`src/rtl/upc_pkg.sv`:
```
package upc_pkg;

    localparam int REGION_W = 5;
    localparam logic [REGION_W-1:0] REGION_UNKNOWN = 5'h1F;

    typedef enum logic [1:0] {
        KIND_SINGLE  = 2'b00,
        KIND_ADJ     = 2'b01,
        KIND_MULTI   = 2'b10,
        KIND_MULTI_X = 2'b11
    } err_kind_e;

    typedef enum logic [1:0] {
        ENG_IDLE,
        ENG_LOOKUP,
        ENG_HOST
    } eng_state_e;

    typedef struct packed {
        logic                critical;
        logic [REGION_W-1:0] region;
    } verdict_t;

    function automatic logic kind_is_multi(input err_kind_e k);
        return (k == KIND_MULTI) || (k == KIND_MULTI_X);
    endfunction

    function automatic verdict_t tag_to_verdict(input logic [REGION_W-1:0] tag);
        verdict_t v;
        v.critical = (tag != '0);
        v.region   = tag;
        return v;
    endfunction

endpackage

```
`src/rtl/upc_intake.sv`:
```
module upc_intake #(
    parameter int FRAME_W = 6,
    parameter int OFS_W   = 9
) (
    input  logic               clk,
    input  logic               rst,
    input  logic               in_valid,
    input  logic [FRAME_W-1:0] in_frame,
    input  logic [OFS_W-1:0]   in_offset,
    input  upc_pkg::err_kind_e in_kind,
    input  logic               take,
    output logic               slot_valid,
    output logic [FRAME_W-1:0] slot_frame,
    output logic [OFS_W-1:0]   slot_offset,
    output upc_pkg::err_kind_e slot_kind,
    output logic               overflow
);
    import upc_pkg::*;

    logic slot_full_blocked;
    assign slot_full_blocked = slot_valid && !take;

    always_ff @(posedge clk) begin
        if (rst) begin
            slot_valid  <= 1'b0;
            slot_frame  <= '0;
            slot_offset <= '0;
            slot_kind   <= KIND_SINGLE;
            overflow    <= 1'b0;
        end else if (in_valid) begin
            if (slot_full_blocked) begin
                overflow <= 1'b1;
            end else begin
                slot_valid  <= 1'b1;
                slot_frame  <= in_frame;
                slot_offset <= in_offset;
                slot_kind   <= in_kind;
            end
        end else if (take) begin
            slot_valid <= 1'b0;
        end
    end

    // once a report is lost the flag never falls before reset
    assert_overflow_sticky_R6: assert property (@(posedge clk) disable iff (rst)
        overflow |=> overflow);

    // a drained slot with no new arrival becomes empty
    assert_slot_drains_R5: assert property (@(posedge clk) disable iff (rst)
        (take && !in_valid) |=> !slot_valid);

endmodule

```
`src/rtl/upc_engine.sv`:
```
module upc_engine #(
    parameter int FRAME_W         = 6,
    parameter int OFS_W           = 9,
    parameter int WORDS_PER_FRAME = 16,
    parameter int GROUP_BITS      = 32,
    parameter int ADDR_W          = 10
) (
    input  logic                         clk,
    input  logic                         rst,
    input  logic                         remote_mode,
    input  logic                         slot_valid,
    input  logic [FRAME_W-1:0]           slot_frame,
    input  logic [OFS_W-1:0]             slot_offset,
    input  upc_pkg::err_kind_e           slot_kind,
    input  logic                         host_ack,
    output logic                         take,
    output logic                         host_load,
    output logic                         mem_req_valid,
    output logic [ADDR_W-1:0]            mem_req_addr,
    input  logic                         mem_rsp_valid,
    input  logic [upc_pkg::REGION_W-1:0] mem_rsp_tag,
    output logic                         res_valid,
    output upc_pkg::verdict_t            res
);
    import upc_pkg::*;

    localparam int GROUP_SHIFT = $clog2(GROUP_BITS);

    eng_state_e       state;
    logic [ADDR_W-1:0] entry_addr;

    assign take      = (state == ENG_IDLE) && slot_valid;
    assign host_load = take && remote_mode;

    assign entry_addr = ADDR_W'(slot_frame) * ADDR_W'(WORDS_PER_FRAME)
                      + ADDR_W'(slot_offset >> GROUP_SHIFT);

    always_ff @(posedge clk) begin
        if (rst) begin
            state         <= ENG_IDLE;
            mem_req_valid <= 1'b0;
            mem_req_addr  <= '0;
            res_valid     <= 1'b0;
            res           <= '0;
        end else begin
            mem_req_valid <= 1'b0;
            res_valid     <= 1'b0;
            unique case (state)
                ENG_IDLE: begin
                    if (slot_valid) begin
                        if (remote_mode) begin
                            state <= ENG_HOST;
                        end else if (kind_is_multi(slot_kind)) begin
                            res_valid    <= 1'b1;
                            res.critical <= 1'b1;
                            res.region   <= REGION_UNKNOWN;
                        end else begin
                            mem_req_valid <= 1'b1;
                            mem_req_addr  <= entry_addr;
                            state         <= ENG_LOOKUP;
                        end
                    end
                end
                ENG_LOOKUP: begin
                    if (mem_rsp_valid) begin
                        res_valid <= 1'b1;
                        res       <= tag_to_verdict(mem_rsp_tag);
                        state     <= ENG_IDLE;
                    end
                end
                ENG_HOST: begin
                    if (host_ack) begin
                        state <= ENG_IDLE;
                    end
                end
                default: state <= ENG_IDLE;
            endcase
        end
    end

    // a request never lasts longer than one cycle
    assert_req_single_cycle_R1: assert property (@(posedge clk) disable iff (rst)
        mem_req_valid |=> !mem_req_valid);

    // a non-critical result always carries region 0
    assert_noncrit_region_zero_R2: assert property (@(posedge clk) disable iff (rst)
        (res_valid && !res.critical) |-> (res.region == '0));

    // no memory traffic or result while a report is with the host
    assert_host_no_mem_R7: assert property (@(posedge clk) disable iff (rst)
        (state == ENG_HOST) |=> !mem_req_valid && !res_valid);

    // result fields only move together with a result pulse
    assert_result_held_R10: assert property (@(posedge clk) disable iff (rst)
        !res_valid |-> $stable(res));

endmodule

```
`src/rtl/upc_host_cache.sv`:
```
module upc_host_cache #(
    parameter int FRAME_W = 6,
    parameter int OFS_W   = 9
) (
    input  logic               clk,
    input  logic               rst,
    input  logic               load,
    input  logic [FRAME_W-1:0] in_frame,
    input  logic [OFS_W-1:0]   in_offset,
    input  upc_pkg::err_kind_e in_kind,
    input  logic               host_ack,
    output logic               irq,
    output logic [FRAME_W-1:0] host_frame,
    output logic [OFS_W-1:0]   host_offset,
    output upc_pkg::err_kind_e host_kind
);
    import upc_pkg::*;

    always_ff @(posedge clk) begin
        if (rst) begin
            irq         <= 1'b0;
            host_frame  <= '0;
            host_offset <= '0;
            host_kind   <= KIND_SINGLE;
        end else if (load) begin
            irq         <= 1'b1;
            host_frame  <= in_frame;
            host_offset <= in_offset;
            host_kind   <= in_kind;
        end else if (host_ack) begin
            irq <= 1'b0;
        end
    end

    // the interrupt is held until the host acknowledges
    assert_irq_held_R8: assert property (@(posedge clk) disable iff (rst)
        (irq && !host_ack) |=> irq);

    // an acknowledge drops the interrupt on the next cycle
    assert_irq_ack_clears_R8: assert property (@(posedge clk) disable iff (rst)
        (irq && host_ack) |=> !irq);

    // cached report fields stay put while the host owns them
    assert_cache_stable_R7: assert property (@(posedge clk) disable iff (rst)
        (irq && !load) |=> $stable(host_frame) && $stable(host_offset));

endmodule

```
`src/rtl/upset_classifier.sv`:
```
module upset_classifier #(
    parameter  int FRAME_W         = 6,
    parameter  int OFS_W           = 9,
    parameter  int WORDS_PER_FRAME = 16,
    parameter  int GROUP_BITS      = 32,
    localparam int ADDR_W          = FRAME_W + $clog2(WORDS_PER_FRAME)
) (
    input  logic               clk,
    input  logic               rst,
    input  logic               rep_valid,
    input  logic [FRAME_W-1:0] rep_frame,
    input  logic [OFS_W-1:0]   rep_offset,
    input  logic [1:0]         rep_kind,
    input  logic               remote_mode,
    output logic               mem_req_valid,
    output logic [ADDR_W-1:0]  mem_req_addr,
    input  logic               mem_rsp_valid,
    input  logic [4:0]         mem_rsp_tag,
    output logic               res_valid,
    output logic               res_critical,
    output logic [4:0]         res_region,
    output logic               irq,
    input  logic               host_ack,
    output logic [FRAME_W-1:0] host_frame,
    output logic [OFS_W-1:0]   host_offset,
    output logic [1:0]         host_kind,
    output logic               overflow
);
    import upc_pkg::*;

    logic               slot_valid;
    logic [FRAME_W-1:0] slot_frame;
    logic [OFS_W-1:0]   slot_offset;
    err_kind_e          slot_kind;
    err_kind_e          cached_kind;
    logic               take;
    logic               host_load;
    verdict_t           verdict;

    upc_intake #(.FRAME_W(FRAME_W), .OFS_W(OFS_W)) u_intake (
        .clk        (clk),
        .rst        (rst),
        .in_valid   (rep_valid),
        .in_frame   (rep_frame),
        .in_offset  (rep_offset),
        .in_kind    (err_kind_e'(rep_kind)),
        .take       (take),
        .slot_valid (slot_valid),
        .slot_frame (slot_frame),
        .slot_offset(slot_offset),
        .slot_kind  (slot_kind),
        .overflow   (overflow)
    );

    upc_engine #(
        .FRAME_W        (FRAME_W),
        .OFS_W          (OFS_W),
        .WORDS_PER_FRAME(WORDS_PER_FRAME),
        .GROUP_BITS     (GROUP_BITS),
        .ADDR_W         (ADDR_W)
    ) u_engine (
        .clk          (clk),
        .rst          (rst),
        .remote_mode  (remote_mode),
        .slot_valid   (slot_valid),
        .slot_frame   (slot_frame),
        .slot_offset  (slot_offset),
        .slot_kind    (slot_kind),
        .host_ack     (host_ack),
        .take         (take),
        .host_load    (host_load),
        .mem_req_valid(mem_req_valid),
        .mem_req_addr (mem_req_addr),
        .mem_rsp_valid(mem_rsp_valid),
        .mem_rsp_tag  (mem_rsp_tag),
        .res_valid    (res_valid),
        .res          (verdict)
    );

    upc_host_cache #(.FRAME_W(FRAME_W), .OFS_W(OFS_W)) u_cache (
        .clk        (clk),
        .rst        (rst),
        .load       (host_load),
        .in_frame   (slot_frame),
        .in_offset  (slot_offset),
        .in_kind    (slot_kind),
        .host_ack   (host_ack),
        .irq        (irq),
        .host_frame (host_frame),
        .host_offset(host_offset),
        .host_kind  (cached_kind)
    );

    assign res_critical = verdict.critical;
    assign res_region   = verdict.region;
    assign host_kind    = cached_kind;

    // nothing is signalled in the first cycle after reset
    assert_reset_quiet_R9: assert property (@(posedge clk)
        $past(rst) |-> !res_valid && !mem_req_valid && !irq && !overflow);

endmodule

```
`config.mk`:
```
export PLATFORM = sky130hd
export DESIGN_NAME = upset_classifier
export DESIGN_NICKNAME = d
export VERILOG_FILES = /design/src/rtl/upc_pkg.sv /design/src/rtl/upc_intake.sv /design/src/rtl/upc_engine.sv /design/src/rtl/upc_host_cache.sv /design/src/rtl/upset_classifier.sv
export SDC_FILE = /design/constraint.sdc
export NUM_CORES = 1
export LEC_CHECK = 0
export BUFFER_PORTS_ARGS = -buffer_cell sky130_fd_sc_hd__buf_2
export CAP_MARGIN = 20
export CORE_ASPECT_RATIO = 0.75
export CORE_MARGIN = 1.5
export CORE_UTILIZATION = 45
export CTS_CLUSTER_SIZE = 28
export DETAILED_ROUTE_END_ITERATION = 16
export PLACE_DENSITY_LB_ADDON = 0.2
export SYNTH_ARGS = -nofsm -noshare
export SYNTH_HDL_FRONTEND = slang
export SYNTH_HIERARCHICAL = 1
export SYNTH_SLANG_ARGS = --single-unit
```
`constraint.sdc`:
```
create_clock -name clk -period 1.7 [get_ports clk]
set_input_delay 0.34 -clock clk [delete_from_list [all_inputs] [get_ports clk]]
set_output_delay 0.34 -clock clk [all_outputs]
set_load 0.02 [all_outputs]
```
==> results of run 1 <==
[where the power goes]
part | leakage (nW) | total, mW | internal, mW | switching (mW)
Combinational | 0.691 | 0.298 | 0.143 | 0.155
Clock | 0.102 | 1.17 | 0.684 | 0.489
Sequential | 0.464 | 1.43 | 1.39 | 0.0410
Total | 1.26 | 2.90 | 2.22 | 0.685
[flip-flops by register name, summed over array words and instances (netlist names)]
register                flops
u_intake/slot_valid         1
u_engine/res_valid          1
u_intake/slot_offset        9
u_intake/slot_kind          2
u_cache/host_offset         9
u_engine/state              2
u_engine/mem_req_addr      10
u_cache/host_kind           2
u_cache/irq                 1
u_cache/host_frame          6
u_intake/slot_frame         6
u_intake/overflow           1
u_engine/mem_req_valid      1
u_engine/res                6
[stage by stage]
stage,utilization [%],instances,setup slack [ns]
3_3_place_gp,54.8,347,0.345
4_1_cts,58.7,363,0.275
5_1_grt,58.7,363,0.139
2_1_floorplan,-,232,0.245
3_5_place_dp,54.8,347,0.279
6_report,58.7,363,0.277
[per-layer routing]
| metal | up-vias | global-route usage, % | part of all wire [%] | wire (um) |
|---|---|---|---|---|
| met3 | 4 | 8.79 | 6.9 | 314 |
| met4 | 0 | 6.05 | 1.2 | 54 |
| met5 | - | 0 | 0 | 0 |
| met2 | 49 | 25.7 | 41 | 1880 |
| met1 | 763 | 23.4 | 51 | 2310 |
| li1 | 906 | - | - | - |
[cells in the final DEF (no fill, tap or decap)]
cell type / instances
sky130_fd_sc_hd__mux2_2: 1
sky130_fd_sc_hd__mux2i_1: 34
sky130_fd_sc_hd__a221oi_2: 1
sky130_fd_sc_hd__nor2b_1: 2
sky130_fd_sc_hd__nor2b_2: 1
sky130_fd_sc_hd__a31oi_1: 1
sky130_fd_sc_hd__and4bb_4: 1
sky130_fd_sc_hd__o21bai_4: 1
sky130_fd_sc_hd__nand2b_1: 45
sky130_fd_sc_hd__a211oi_1: 5
sky130_fd_sc_hd__nor3b_2: 1
sky130_fd_sc_hd__inv_1: 8
sky130_fd_sc_hd__buf_12: 2
sky130_fd_sc_hd__clkbuf_1: 1
sky130_fd_sc_hd__a21oi_1: 2
sky130_fd_sc_hd__and2_1: 2
sky130_fd_sc_hd__buf_2: 64
sky130_fd_sc_hd__buf_4: 4
sky130_fd_sc_hd__dfxtp_1: 57
sky130_fd_sc_hd__clkbuf_8: 13
sky130_fd_sc_hd__nor3_1: 3
sky130_fd_sc_hd__clkinv_2: 2
sky130_fd_sc_hd__nor2b_4: 1
sky130_fd_sc_hd__nor4_1: 1
sky130_fd_sc_hd__nand3b_1: 1
sky130_fd_sc_hd__nor3_2: 1
sky130_fd_sc_hd__nand4b_1: 10
sky130_fd_sc_hd__nand2_1: 1
sky130_fd_sc_hd__o21ai_0: 10
sky130_fd_sc_hd__nor2_1: 27
[worst max-delay path, cell delays in order (launching register included)]
cell	delay, ns
sky130_fd_sc_hd__dfxtp_1	0.38
sky130_fd_sc_hd__nor3b_2	0.32
sky130_fd_sc_hd__nor2b_4	0.08
sky130_fd_sc_hd__nor2b_2	0.13
sky130_fd_sc_hd__buf_4	0.23
sky130_fd_sc_hd__mux2i_1	0.21
[final timing paths]
check,slack [ns],from,depth (start not counted),end
hold / removal,0.27,rep_kind[0],3,u_intake/slot_kind[0]$_SDFFE_PP0P_
setup / recovery,0.28,u_engine/state[1]$_SDFFE_PP0P_,5,u_intake/slot_offset[2]$_SDFFE_PP0P_
hold reg to reg,0.45,u_engine/res[0]$_SDFFE_PP0P_,2,u_engine/res[0]$_SDFFE_PP0P_
setup reg to reg,0.28,u_engine/state[1]$_SDFFE_PP0P_,5,u_intake/slot_offset[2]$_SDFFE_PP0P_
[Yosys cell counts (2+ instances only)]
cell                        n  area (um^2)
sky130_fd_sc_hd__inv_1      8         30.0
sky130_fd_sc_hd__a211oi_1   5         37.5
sky130_fd_sc_hd__nor2_1    27          101
sky130_fd_sc_hd__nand2b_1  45          282
sky130_fd_sc_hd__and2_1     2         12.5
sky130_fd_sc_hd__mux2i_1   34          340
sky130_fd_sc_hd__nor3_1     4         20.0
sky130_fd_sc_hd__a21oi_1    2         10.0
sky130_fd_sc_hd__nand4b_1  10         87.6
sky130_fd_sc_hd__buf_12     2         40.0
sky130_fd_sc_hd__buf_2      3         15.0
sky130_fd_sc_hd__clkbuf_1   7         26.3
sky130_fd_sc_hd__o21ai_0   10         50.1
sky130_fd_sc_hd__nor2b_1    2         12.5
sky130_fd_sc_hd__dfxtp_1   57         1140
sky130_fd_sc_hd__buf_6      2         22.5
[cell type report]
type                    count  area [um^2]  area share, %
clock buffers              14          183           6.28
flip-flops and latches     57         1140           39.2
multi-input cells         152         1080           37.1
repair buffers             70          390           13.4
well taps                  60         75.1           2.58
clock inverters             2         10.0          0.344
inverters                   8         30.0           1.03
[kinds of logic (layout without fill, tap and decap cells)]
family,count (synthesis),in the layout,synth area share [%]
AOI/OAI and AO/OA,20,20,5.85
DFF,57,57,48.5
muxes,35,35,14.9
buffers and inverters,23,94,5.90
and+or+nand+nor,97,97,24.8
==> impl_metrics.yaml, run 1 <==
outcome:
  run_status: "completed"
setup_path:
  worstSetupPathType: "reg -> reg"
  critical_path_peak_fanout: 10
  setup.worst_path.end_class: "flip-flop"
  cp.arrival_ns: 1.68
  crit_required_ns: 1.95
  crit_path_start_kind: "flip-flop"
clocking:
  clock-root-buffer: "sky130_fd_sc_hd__clkbuf_8"
  post_cts_hold_buffer_count: 0
  ctsHtreeMaxLevel: 3
  clock_path_buffers: 2
  tritoncts.num_buffers: 9
  tritoncts: "done"
  cts-resized-gates: 0
  clkSinkCount: 57
  cts.repair_timing.setup_buffer_count: 0
  clk_pin_slew_ns: 0.06
  worst_skew_pair.late_latency_ns: 0.32
synth:
  yosys_register_bits: 57
  syn_nets: 260
  netlist-cell-type-count: 28
  netlist_area_um2: 2350
  number_of_enable_type_register_cells_in_the_synthesized_netlist: 0
  synth_cells: 232
  async_reset_ff_share_pct: 0
  seq_area_frac_synth_pct: 48.5
  ys_warn_count: 6
  synth_top_flop_cell: "sky130_fd_sc_hd__dfxtp_1"
  synth_area_per_cell_um2: 10.1
pwr:
  totalPowerFinal_mw: 2.90
  powerDensity_nw_per_um2: 998
  worst_ir_drop_vdd_mv: 0.606
  leakage_nw: 1.26
timing:
  min_cycle_time_layout_ns: 1.42
  timing.max_slew.rel_slack_pct: 74.8
  min_period_over_period_pct: 83.7
  hold_violations: 0
  tightest_slew_ns: 0.375
  setup-violations-final: 0
  unrepaired_setup_endpoints_after_global_routing: "false"
  final.hold.worst_slack_ns: 0.270
  timing.setup.tns_ns: 0
  timing.fmax_mhz: 703
  final.setup_skew_ns: 0.00393
  timing.final.max_slew_violations: 0
global_route:
  grtUsageTotal_pct: 17.9
  grt_antenna_before_repair: 0
  wire_length_of_the_first_global_routing_pass_mm: 7.55
  grt_max_degree: 85
  globalRouteOverflowTotal: 0
  grt_pass1_vias: 1606
floorplanning:
  core.rowCount: 22
  fp.coreArea_um2: 4950
  ioPinCount: 65
  dieWidth_um: 86.5
  fp.dieH_um: 65.6
  fp.dieArea_um2: 5680
  floorplan.initialDensity_pct: 47.5
final_layout:
  syn_to_final_growth_pct: 23.6
  layout.nets: 326
  drive_above_1_share_pct: 30.7
  antenna-diode-count: 0
  layout.cell_area.non_filler_um2: 2910
  filler_cell_count: 451
routing:
  routed_via_density: 4.74
  route.final.wire_length_mm: 4.56
  detailroute.via_count: 1722
  drtAntennaViolNets: 0
  post_drt_wl_per_cell_um: 12.5
  drtIter0Drc: 93
  drt_drc_violations_left: 0
  first_pass_iters: 4
placed_design:
  buffer_ports.inserted: 64
  hpwlAfterDp_mm: 3.13
  place.gp.congestion: 0.806
  placedInstanceArea_um2: 2720
run:
  cap_viol_max_count: 0
min_path:
  hold_class: "in -> reg"
(Power assumes the default switching activity.)
==> run 2, diff against run 1 <==
Settings changed: ABC_AREA from default to 1.
Clock period 1.7 ns to 1.3 ns, I/O delays scaled along.
==> run 2 against run 1 <==
Net effect:
- synthesized area up 6.8%
- first-iteration DRC count is 33% higher
- critical path depth is 4 higher
- power rose by 44%
- core utilization shrank 1.3 points
- global-route usage grew 1.2 points
- synthesized cell count up 38%
- critical path type unchanged
- largest cell class unchanged
- highest routed layer unchanged
==> impl_metrics.yaml, run 2 <==
outcome:
  run_status: "completed"
global_route:
  wire_length_of_the_first_global_routing_pass_mm: 8.76
  grtUsageTotal_pct: 19.1
  globalRouteOverflowTotal: 0
  grt_max_degree: 36
  grt_pass1_vias: 1979
  grt_antenna_before_repair: 0
timing:
  setup-violations-final: 0
  hold_violations: 0
  final.setup.worst_slack_ns: 0.106
  final.hold.worst_slack_ns: 0.217
  min_cycle_time_layout_ns: 1.19
  tightest_slew_ns: 0.281
  final.setup_skew_ns: 0.00518
  timing.max_slew.rel_slack_pct: 81.2
  timing.final.max_slew_violations: 0
  timing.fmax_mhz: 837
  min_period_over_period_pct: 91.9
floorplanning:
  dieWidth_um: 89.3
  core.rowCount: 23
  ioPinCount: 65
  floorplan.initialDensity_pct: 46.9
  fp.dieH_um: 67.7
  fp.coreArea_um2: 5350
  fp.dieArea_um2: 6050
synth:
  synth.cells.most_frequent: "57 x sky130_fd_sc_hd__dfxtp_1, 57 x sky130_fd_sc_hd__nor2_1, 42 x sky130_fd_sc_hd__inv_1, 33 x sky130_fd_sc_hd__nand2_1, 26 x sky130_fd_sc_hd__nand3_1"
  synth_top_family_by_area: "simple AND/OR/NAND/NOR gates"
  netlist_area_um2: 2510
  netlist-cell-type-count: 25
  seq_area_frac_synth_pct: 45.4
  yosys_register_bits: 57
  ys_warn_count: 6
  syn_nets: 347
  synth.area.mux_share_pct: 0
  post_synth_fa_ha_maj_area_fraction_pct: 0
  async_reset_ff_share_pct: 0
  synth_top_area_cell: "sky130_fd_sc_hd__dfxtp_1"
  number_of_enable_type_register_cells_in_the_synthesized_netlist: 0
  synthTopCellsByArea: "sky130_fd_sc_hd__dfxtp_1 45%, sky130_fd_sc_hd__nor2_1 8.5%, sky130_fd_sc_hd__inv_1 6.3%"
  synth_area_per_cell_um2: 7.88
  yosys.area_share.simple_pct: 28.3
  synth_top_cell_area_share_pct: 45.4
  synth_top_flop_cell: "sky130_fd_sc_hd__dfxtp_1"
  synth_compound_area_share_pct: 11.3
  synth_cells: 319
  post_synth_xor_area_fraction_pct: 0
setup_path:
  setup.worst_path.end_class: "flip-flop"
  crit_required_ns: 1.51
  timing.rr.start: "u_engine/state[0]$_SDFFE_PP0P_"
  cp_cell_sequence: "inv_2, nand2_4, nor2_2, nand2_1, inv_2, buf_12, inv_8, nor2_1, nor2_1"
  worst_path_largest_cell_delay_ns: 0.32
  number_of_cells_on_the_worst_reg_to_reg_path: 9
  reg_to_reg_critical_path_endpoint: "u_cache/host_offset[5]$_SDFFE_PP0P_"
  cp.arrival_ns: 1.41
  crit_path_start_kind: "flip-flop"
  critical-path-slowest-cell: "sky130_fd_sc_hd__dfxtp_1"
  critical_path_peak_fanout: 18
  r2r_slack_ns: 0.11
  worstSetupPathType: "reg -> reg"
clocking:
  clk_pin_slew_ns: 0.06
  ctsHtreeMaxLevel: 3
  clock-root-buffer: "sky130_fd_sc_hd__clkbuf_8"
  clkSinkCount: 57
  worst_skew_pair.late_latency_ns: 0.32
  clock_path_buffers: 2
  tritoncts: "done"
  tritoncts.num_buffers: 9
final_layout:
  largest_registers: "u_engine/mem_req_addr: 10 flops, u_cache/host_offset: 9 flops, u_intake/slot_offset: 9 flops"
  mostFrequentLayoutCells: "64 x sky130_fd_sc_hd__buf_2, 57 x sky130_fd_sc_hd__dfxtp_1, 55 x sky130_fd_sc_hd__nor2_1, 41 x sky130_fd_sc_hd__inv_1, 33 x sky130_fd_sc_hd__nand2_1"
  max_flop_register: "u_engine/mem_req_addr"
  layout.cell_area.non_filler_um2: 3070
  drive_above_1_share_pct: 32.2
  finish.utilization_pct: 57.3
  antenna-diode-count: 0
  layout.nets: 417
  largest_register_ff_count: 10
  syn_to_final_growth_pct: 22.2
  layout_commonest_cell: "sky130_fd_sc_hd__buf_2"
routing:
  post_drt_wl_per_cell_um: 11.1
  routed_via_density: 4.56
  drtIter0Drc: 124
  first_pass_iters: 4
  drtAntennaViolNets: 0
  drt_drc_violations_left: 0
  detailroute.via_count: 2138
  route.final.wire_length_mm: 5.19
min_path:
  holdPathStages: 4
  holdPathEnd: "u_cache/irq$_SDFFE_PP0P_"
  hold_class: "in -> reg"
  holdCritStartpoint: "host_ack"
placed_design:
  placedInstanceArea_um2: 2840
  hpwlAfterDp_mm: 3.63
  buffer_ports.inserted: 64
  pre_cts_ws_ns: 0.0387
  place.gp.congestion: 0.792
pwr:
  totalPowerFinal_mw: 4.19
  leakage_nw: 1.61
  powerDensity_nw_per_um2: 1370
  worst_ir_drop_vdd_mv: 0.770
run:
  cap_viol_max_count: 0
-- run 2: worst max-delay path: cells and delay by family, from the launching register on --
| kind | cells | cell delay (ns) |
|---|---|---|
| flops | 1 | 0.32 |
| buf+inv | 4 | 0.36 |
| simple gates | 5 | 0.38 |
-- run 2: through the flow --
step | TNS (ns) | instances
finish | 0 | 469
global route | -0.0669 | 469
CTS | 0 | 468
detailed placement | 0 | 452
global placement | 0 | 452
floorplan | 0 | 319
-- run 2: what timing repair did --
action                     4_1_cts  5_1_grt
hold buffers                     0        0
gates resized for setup          0        6
setup endpoints to repair        0       34
setup buffers                    0        1
-- run 2: worst max path at each step --
| stage | startpoint | end | slack, ns |
|---|---|---|---|
| 3_5_place_dp | u_engine/state[0]$_SDFFE_PP0P_ | u_intake/slot_frame[4]$_SDFFE_PP0P_ | 0.04 |
| 3_3_place_gp | u_engine/state[0]$_SDFFE_PP0P_ | u_intake/slot_offset[7]$_SDFFE_PP0P_ | 0.08 |
| 5_1_grt | u_engine/state[0]$_SDFFE_PP0P_ | u_intake/slot_offset[5]$_SDFFE_PP0P_ | -0.02 |
| 2_1_floorplan | u_engine/state[0]$_SDFFE_PP0P_ | u_cache/host_frame[0]$_SDFFE_PP0P_ | 0.04 |
| 4_1_cts | u_engine/state[0]$_SDFFE_PP0P_ | u_intake/slot_frame[4]$_SDFFE_PP0P_ | 0.02 |
| 6_report | u_engine/state[0]$_SDFFE_PP0P_ | u_cache/host_offset[5]$_SDFFE_PP0P_ | 0.11 |
-- run 2: cells by family after synthesis --
group | Yosys count
AND/OR/NAND/NOR | 148
flip-flops | 57
AO/OA/AOI/OAI | 50
buffers and inverters | 64
-- run 2: where the power goes --
| group | total, mW | switching [mW] | leakage, nW | internal, mW |
|---|---|---|---|---|
| logic | 0.577 | 0.358 | 1.03 | 0.219 |
| clock network | 1.70 | 0.656 | 0.107 | 1.04 |
| registers | 1.92 | 0.0651 | 0.467 | 1.85 |
| total | 4.19 | 1.08 | 1.61 | 3.12 |
-- run 2: area by class of cell --
cell class	count	area (um^2)
clock inverter	2	35.0
tap	75	93.8
clock buffer	14	173
multi-input combinational	198	1010
fill	543	2280
timing repair buffer	75	428
inverter	48	190
sequential	57	1140
-- run 2: layer usage --
layer  track usage, %  routed length (um)  up-vias
met5                0                   0        -
met4             7.12                  13        0
met3             5.13                 265        2
met2             31.0                2290       52
met1             24.3                2620      942
li1                 -                   -     1142
